**src/rtl/can_filt_pkg.sv**
```systemverilog
package can_filt_pkg;
  localparam int unsigned CAN_STD_W = 11;
  localparam int unsigned CAN_EXT_W = 29;
  localparam int unsigned CAN_OBJS  = 15;
endpackage

```
**src/rtl/can_obj_cmp.sv**
```systemverilog
module can_obj_cmp #(
  parameter int unsigned ID_W = 29
) (
  input  logic [ID_W-1:0] frame_id_i,
  input  logic            frame_ext_i,
  input  logic [ID_W-1:0] obj_id_i,
  input  logic            obj_ext_i,
  input  logic            obj_en_i,
  input  logic [ID_W-1:0] mask_i,
  output logic            match_o
);
  logic [ID_W-1:0] diff;

  always_comb begin
    diff    = (frame_id_i ^ obj_id_i) & mask_i;
    match_o = obj_en_i && (obj_ext_i == frame_ext_i) && (diff == '0);
  end
endmodule

```
**src/rtl/can_prio_pick.sv**
```systemverilog
module can_prio_pick #(
  parameter int unsigned N_GEN = 14,
  parameter int unsigned IDX_W = 4
) (
  input  logic [N_GEN-1:0] gen_match_i,
  input  logic             last_match_i,
  output logic             any_o,
  output logic [IDX_W-1:0] idx_o
);
  always_comb begin
    any_o = (|gen_match_i) | last_match_i;
    idx_o = '0;
    // catch-all first, then general buffers from high to low so the lowest wins
    if (last_match_i) idx_o = IDX_W'(N_GEN + 1);
    for (int i = N_GEN - 1; i >= 0; i--) begin
      if (gen_match_i[i]) idx_o = IDX_W'(i + 1);
    end
  end
endmodule

```
**src/rtl/can_accept_filter.sv**
```systemverilog
module can_accept_filter
  import can_filt_pkg::*;
#(
  parameter int unsigned NUM_OBJ = CAN_OBJS,
  parameter int unsigned ID_W    = CAN_EXT_W,
  parameter int unsigned STD_W   = CAN_STD_W,
  localparam int unsigned N_GEN  = NUM_OBJ - 1,
  localparam int unsigned IDX_W  = $clog2(NUM_OBJ + 1)
) (
  input  logic                    clk_i,
  input  logic                    rst_ni,
  input  logic                    frame_valid_i,
  input  logic                    frame_ext_i,
  input  logic [ID_W-1:0]         frame_id_i,
  input  logic [NUM_OBJ*ID_W-1:0] obj_id_i,
  input  logic [NUM_OBJ-1:0]      obj_ext_i,
  input  logic [NUM_OBJ-1:0]      obj_valid_i,
  input  logic [N_GEN-1:0]        obj_rx_i,
  input  logic [STD_W-1:0]        std_mask_i,
  input  logic [ID_W-1:0]         ext_mask_i,
  input  logic [ID_W-1:0]         last_mask_i,
  output logic                    res_valid_o,
  output logic                    hit_o,
  output logic [IDX_W-1:0]        hit_idx_o
);
  logic [ID_W-1:0]    glob_mask;
  logic [NUM_OBJ-1:0] match;
  logic               any_hit;
  logic [IDX_W-1:0]   pick_idx;

  // standard frames: upper bus bits masked out entirely
  always_comb begin
    if (frame_ext_i) glob_mask = ext_mask_i;
    else             glob_mask = {{(ID_W-STD_W){1'b0}}, std_mask_i};
  end

  for (genvar g = 0; g < NUM_OBJ; g++) begin : g_obj
    logic            en;
    logic [ID_W-1:0] msk;
    if (g < N_GEN) begin : g_gen
      assign en  = obj_valid_i[g] & obj_rx_i[g];
      assign msk = glob_mask;
    end else begin : g_last
      assign en  = obj_valid_i[g];
      assign msk = glob_mask & last_mask_i;
    end
    can_obj_cmp #(.ID_W(ID_W)) u_cmp (
      .frame_id_i  (frame_id_i),
      .frame_ext_i (frame_ext_i),
      .obj_id_i    (obj_id_i[g*ID_W +: ID_W]),
      .obj_ext_i   (obj_ext_i[g]),
      .obj_en_i    (en),
      .mask_i      (msk),
      .match_o     (match[g])
    );
  end

  can_prio_pick #(.N_GEN(N_GEN), .IDX_W(IDX_W)) u_pick (
    .gen_match_i  (match[N_GEN-1:0]),
    .last_match_i (match[NUM_OBJ-1] & ~(|match[N_GEN-1:0])),
    .any_o        (any_hit),
    .idx_o        (pick_idx)
  );

  always_ff @(posedge clk_i or negedge rst_ni) begin
    if (!rst_ni) begin
      res_valid_o <= 1'b0;
      hit_o       <= 1'b0;
      hit_idx_o   <= '0;
    end else begin
      res_valid_o <= frame_valid_i;
      hit_o       <= frame_valid_i & any_hit;
      hit_idx_o   <= (frame_valid_i && any_hit) ? pick_idx : '0;
    end
  end
endmodule

```
**config.mk**
```make
export PLATFORM = sky130hd
export DESIGN_NAME = can_accept_filter
export DESIGN_NICKNAME = d
export VERILOG_FILES = /design/src/rtl/can_filt_pkg.sv /design/src/rtl/can_obj_cmp.sv /design/src/rtl/can_prio_pick.sv /design/src/rtl/can_accept_filter.sv
export SDC_FILE = /design/constraint.sdc
export NUM_CORES = 1
export LEC_CHECK = 0
export BUFFER_PORTS_ARGS = -buffer_cell sky130_fd_sc_hd__buf_2
export CORE_AREA = 4 4 224 226
export CTS_CLUSTER_DIAMETER = 100
export DETAILED_ROUTE_END_ITERATION = 10
export DIE_AREA = 0 0 228 230
export HOLD_SLACK_MARGIN = 0.15
export PLACE_DENSITY = 0.37
export SLEW_MARGIN = 20
export SYNTH_ARGS = -nofsm -noshare
export SYNTH_HDL_FRONTEND = slang
export SYNTH_SLANG_ARGS = --single-unit
```
**constraint.sdc**
```tcl
create_clock -name clk_i -period 0.8 [get_ports clk_i]
set_input_delay 0.08 -clock clk_i [delete_from_list [all_inputs] [get_ports clk_i]]
set_output_delay 0.08 -clock clk_i [all_outputs]
set_load 0.05 [all_outputs]
```
==> flow_summary_export.csv <==
group,metric,value,unit
route,drtIter0Drc,675,
timing,rsz0062_at_grt,"true",
yosys,ys_ff_latch,6,
power,power_density,807,mW/mm²
setup_path,slowest_stage,"mux2i_4",
setup_path,crit_fanout,6,
finish,multi_input_area,0.00764,mm²
placement,io_buffers,586,
placement,post-dp-hpwl,63600,µm
run_status,outcome,"complete, but fails checks",
grt,grt_max_degree,15,
timing,slew_headroom,68.1,%
setup_path,path_common_cell,"buf_4",
clock_network,cts_htree_levels,1,
yosys,netlist.area_leader.share,49.9,%
grt,busiest_layer,"met2",
floorplanning,initial_utilization,15.4,%
floorplanning,dieHeight,230,µm
yosys,synth.yosys.seq_area_share,2.01,%
setup_path,critPathBufInv,7,
yosys,yosys.area.top_type,"xnor2_1",
grt,antenna_found_initial,5,
route,vias_per_cell,4.78,
clock_network,root_buffer,"clkbuf_16",
timing,final.setup.tns,-8.25,ns
route,firstDrtPassIters,5,
grt,grt_pass1_wl,99000,µm
timing,fmax,411,MHz
finish,fillCellCount,5283,
setup_path,crit_family,"buffers and inverters",
route,vias,11700,
yosys,synth_area_leaders,"xnor2_1, o22ai_1, buf_2, nor4_1, xor2_1",
yosys,yosysUniqueCellTypes,41,
setup_path,critPathMaxStageDelay,0.31,ns
setup_path,endpoint_kind,"register",
power,switching_share,47.4,%
clock_network,cts.sinks,6,
finish,register_area,150,µm²
route,finalWirelength,74100,µm
power,p_leak,6.31,nW
setup_path,start_kind,"primary input",
power,vdd_drop_max,607,µV
floorplanning,coreArea,0.0483,mm²
setup_path,cp_data_arrival_time,2.60,ns
timing,tightest_slew,0.479,ns
placement,placed_cells,2390,
setup_path,path_cells,"buf_16 > buf_12 > mux2i_4 > buf_12 > o22ai_2 > nor4_2 > buf_4 > nand4_1 > buf_4 > and3_4 > a41oi_2 > buf_4 > buf_6 > and3_4",
route,wl_per_cell,30.2,µm
power,clkPwrFrac,6.9,%
yosys,synth.cells.most_frequent,"xnor2_1, o22ai_1, buf_2, nor4_1, nand2_1",
route,drcViolationCount,0,
floorplanning,io_pins,587,
finish,area_delta_synth_final,104,%
grt,use_met2,47.0,%
clock_network,cts_buffers,3,
timing,final_min_period_over_clock_period,304,%
finish,instances_no_fill,2453,
hold_path,hold_class,"primary input to asynchronous set/reset pin",
clock_network,cts_tree,"done",
setup_path,required,0.97,ns
timing,hold_viol,0,
yosys,synth.avg_cell_area,7.55,µm²
clock_network,cts.clk_slew.worst_paths,0.04,ns
grt,grt_pass1_vias,12700,
yosys,synth_edf_count,0,
yosys,synth_area,0.00746,mm²
job,max-cap-violations,0,
floorplanning,num_rows,81,
finish,drive_above_1_share,58.4,%
grt,grt_util_met1,34.2,%
grt,gr-total-overflow,0,
floorplanning,dieWidth,228,µm
timing,period_needed,2.43,ns
placement,place.gp.congestion,0.900,
power,combPwrFrac,90.6,%
power,pwr-share-seq,2.5,%
finish,nNetsFinal,2412,
yosys,synth_cells,988,
yosys,synth_warnings,0,
route,ant_nets,0,
timing,drv_slew,0,
yosys,synth_fp_nets,1569,
grt,grt_usage,26.5,%
yosys,ys.flop_type,"dfrtp_1",
floorplanning,die-area,0.0524,mm²
grt,use_met3,3.88,%
timing,whs,0.237,ns
power,p_switching,5.84,mW
power,p_int,6.48,mW
clock_network,clockBufferDepth,2,
yosys,yosysMostFrequentCell,"xnor2_1",
run_status,violations,"negative setup slack",
timing,setup_viol,11,
finish,utilization,31.6,%
timing,timing.final.ws_setup,-1.63,ns
yosys,async_reset_ff_share,100,%
setup_path,path_class,"primary input to register",
==> power groups by stage <==
stage,clock (mW),combinational (mW),sequential [mW]
after detailed placement,0,9.83,0.316
final,0.847,11.2,0.313
after CTS,0.855,10.8,0.313
after floorplan,0,4.26,0.335
after global placement,0,9.89,0.316
after global routing,0.886,11.7,0.313
==> sequential cells by signal, summed over array words and instances, names as in the netlist <==
register,flops
hit_o,1
hit_idx_o,4
res_valid_o,1
==> layer usage <==
metal  vias to the layer above  part of all wire, %
met5                         -                0.030
met4                         4                  2.8
met3                        89                  5.7
met2                       587                   49
met1                      5757                   43
li1                       5297                    -
==> cell type report <==
class	instances	share of cell area, %
multi-input combinational	885	50.1
clock buffer	3	0.492
tap	622	5.10
timing repair buffer	932	43.2
antenna	2	0.0328
inverter	3	0.0738
sequential	6	0.984
==> path summary, 6_finish.rpt <==
path                               start                endpoint  cells past startpoint
worst max-delay path         frame_ext_i  hit_idx_o[3]$_DFF_PN0_                     14
min in group clk_i         frame_valid_i  hit_idx_o[2]$_DFF_PN0_                      5
max in group asynchronous         rst_ni  hit_idx_o[0]$_DFF_PN0_                      2
worst min-delay path              rst_ni   res_valid_o$_DFF_PN0_                      2
==> per-stage QoR <==
step           setup slack, ns  cell area (µm²)  power (mW)
2_1_floorplan            -1.31             7530        4.60
3_3_place_gp             -2.42            13500        10.2
3_5_place_dp             -2.43            13500        10.2
4_1_cts                  -1.58            14800        11.9
5_1_grt                  -1.73            15300        12.9
6_report                 -1.63            15300        12.3
==> placed cells by master, fill, tap and decap left out, types with 3 or more instances in the layout <==
cell	netlist	final
o22ai_4	0	10
nor3_1	9	5
a311o_1	3	3
o22ai_2	0	30
o2111ai_1	9	6
nor4_2	0	26
nand2_2	1	11
buf_2	78	579
nand2_8	0	4
buf_12	2	65
buf_6	4	31
buf_16	0	3
dfrtp_1	6	6
nor2_1	19	15
nand3_1	8	7
mux2i_4	8	10
nor4_4	0	8
xor2_1	25	25
nand4_1	28	28
nor3_2	1	3
o22ai_1	224	184
clkbuf_16	0	4
nor4_1	55	21
nand2_1	36	26
xnor2_1	425	424
buf_4	7	249
inv_1	3	3
==> what timing repair did <==
action                     4_1_cts  5_1_grt
hold buffers                     2        0
gates resized for setup        144       53
setup endpoints to repair       11       11
hold endpoints to repair         7        0
buffers inserted                43       15
gates cloned                     2        1
pin swaps                       49       28
==> logic make-up after synthesis <==
| kind of cell | Yosys count | share of synthesized area, % |
|---|---|---|
| flip-flops | 6 | 2.01 |
| multiplexers | 11 | 2.97 |
| AO/OA/AOI/OAI | 252 | 22.0 |
| buffers and inverters | 97 | 7.38 |
| AND/OR/NAND/NOR | 172 | 12.8 |
| XOR/XNOR | 450 | 52.8 |
(Power assumes the default switching activity.)
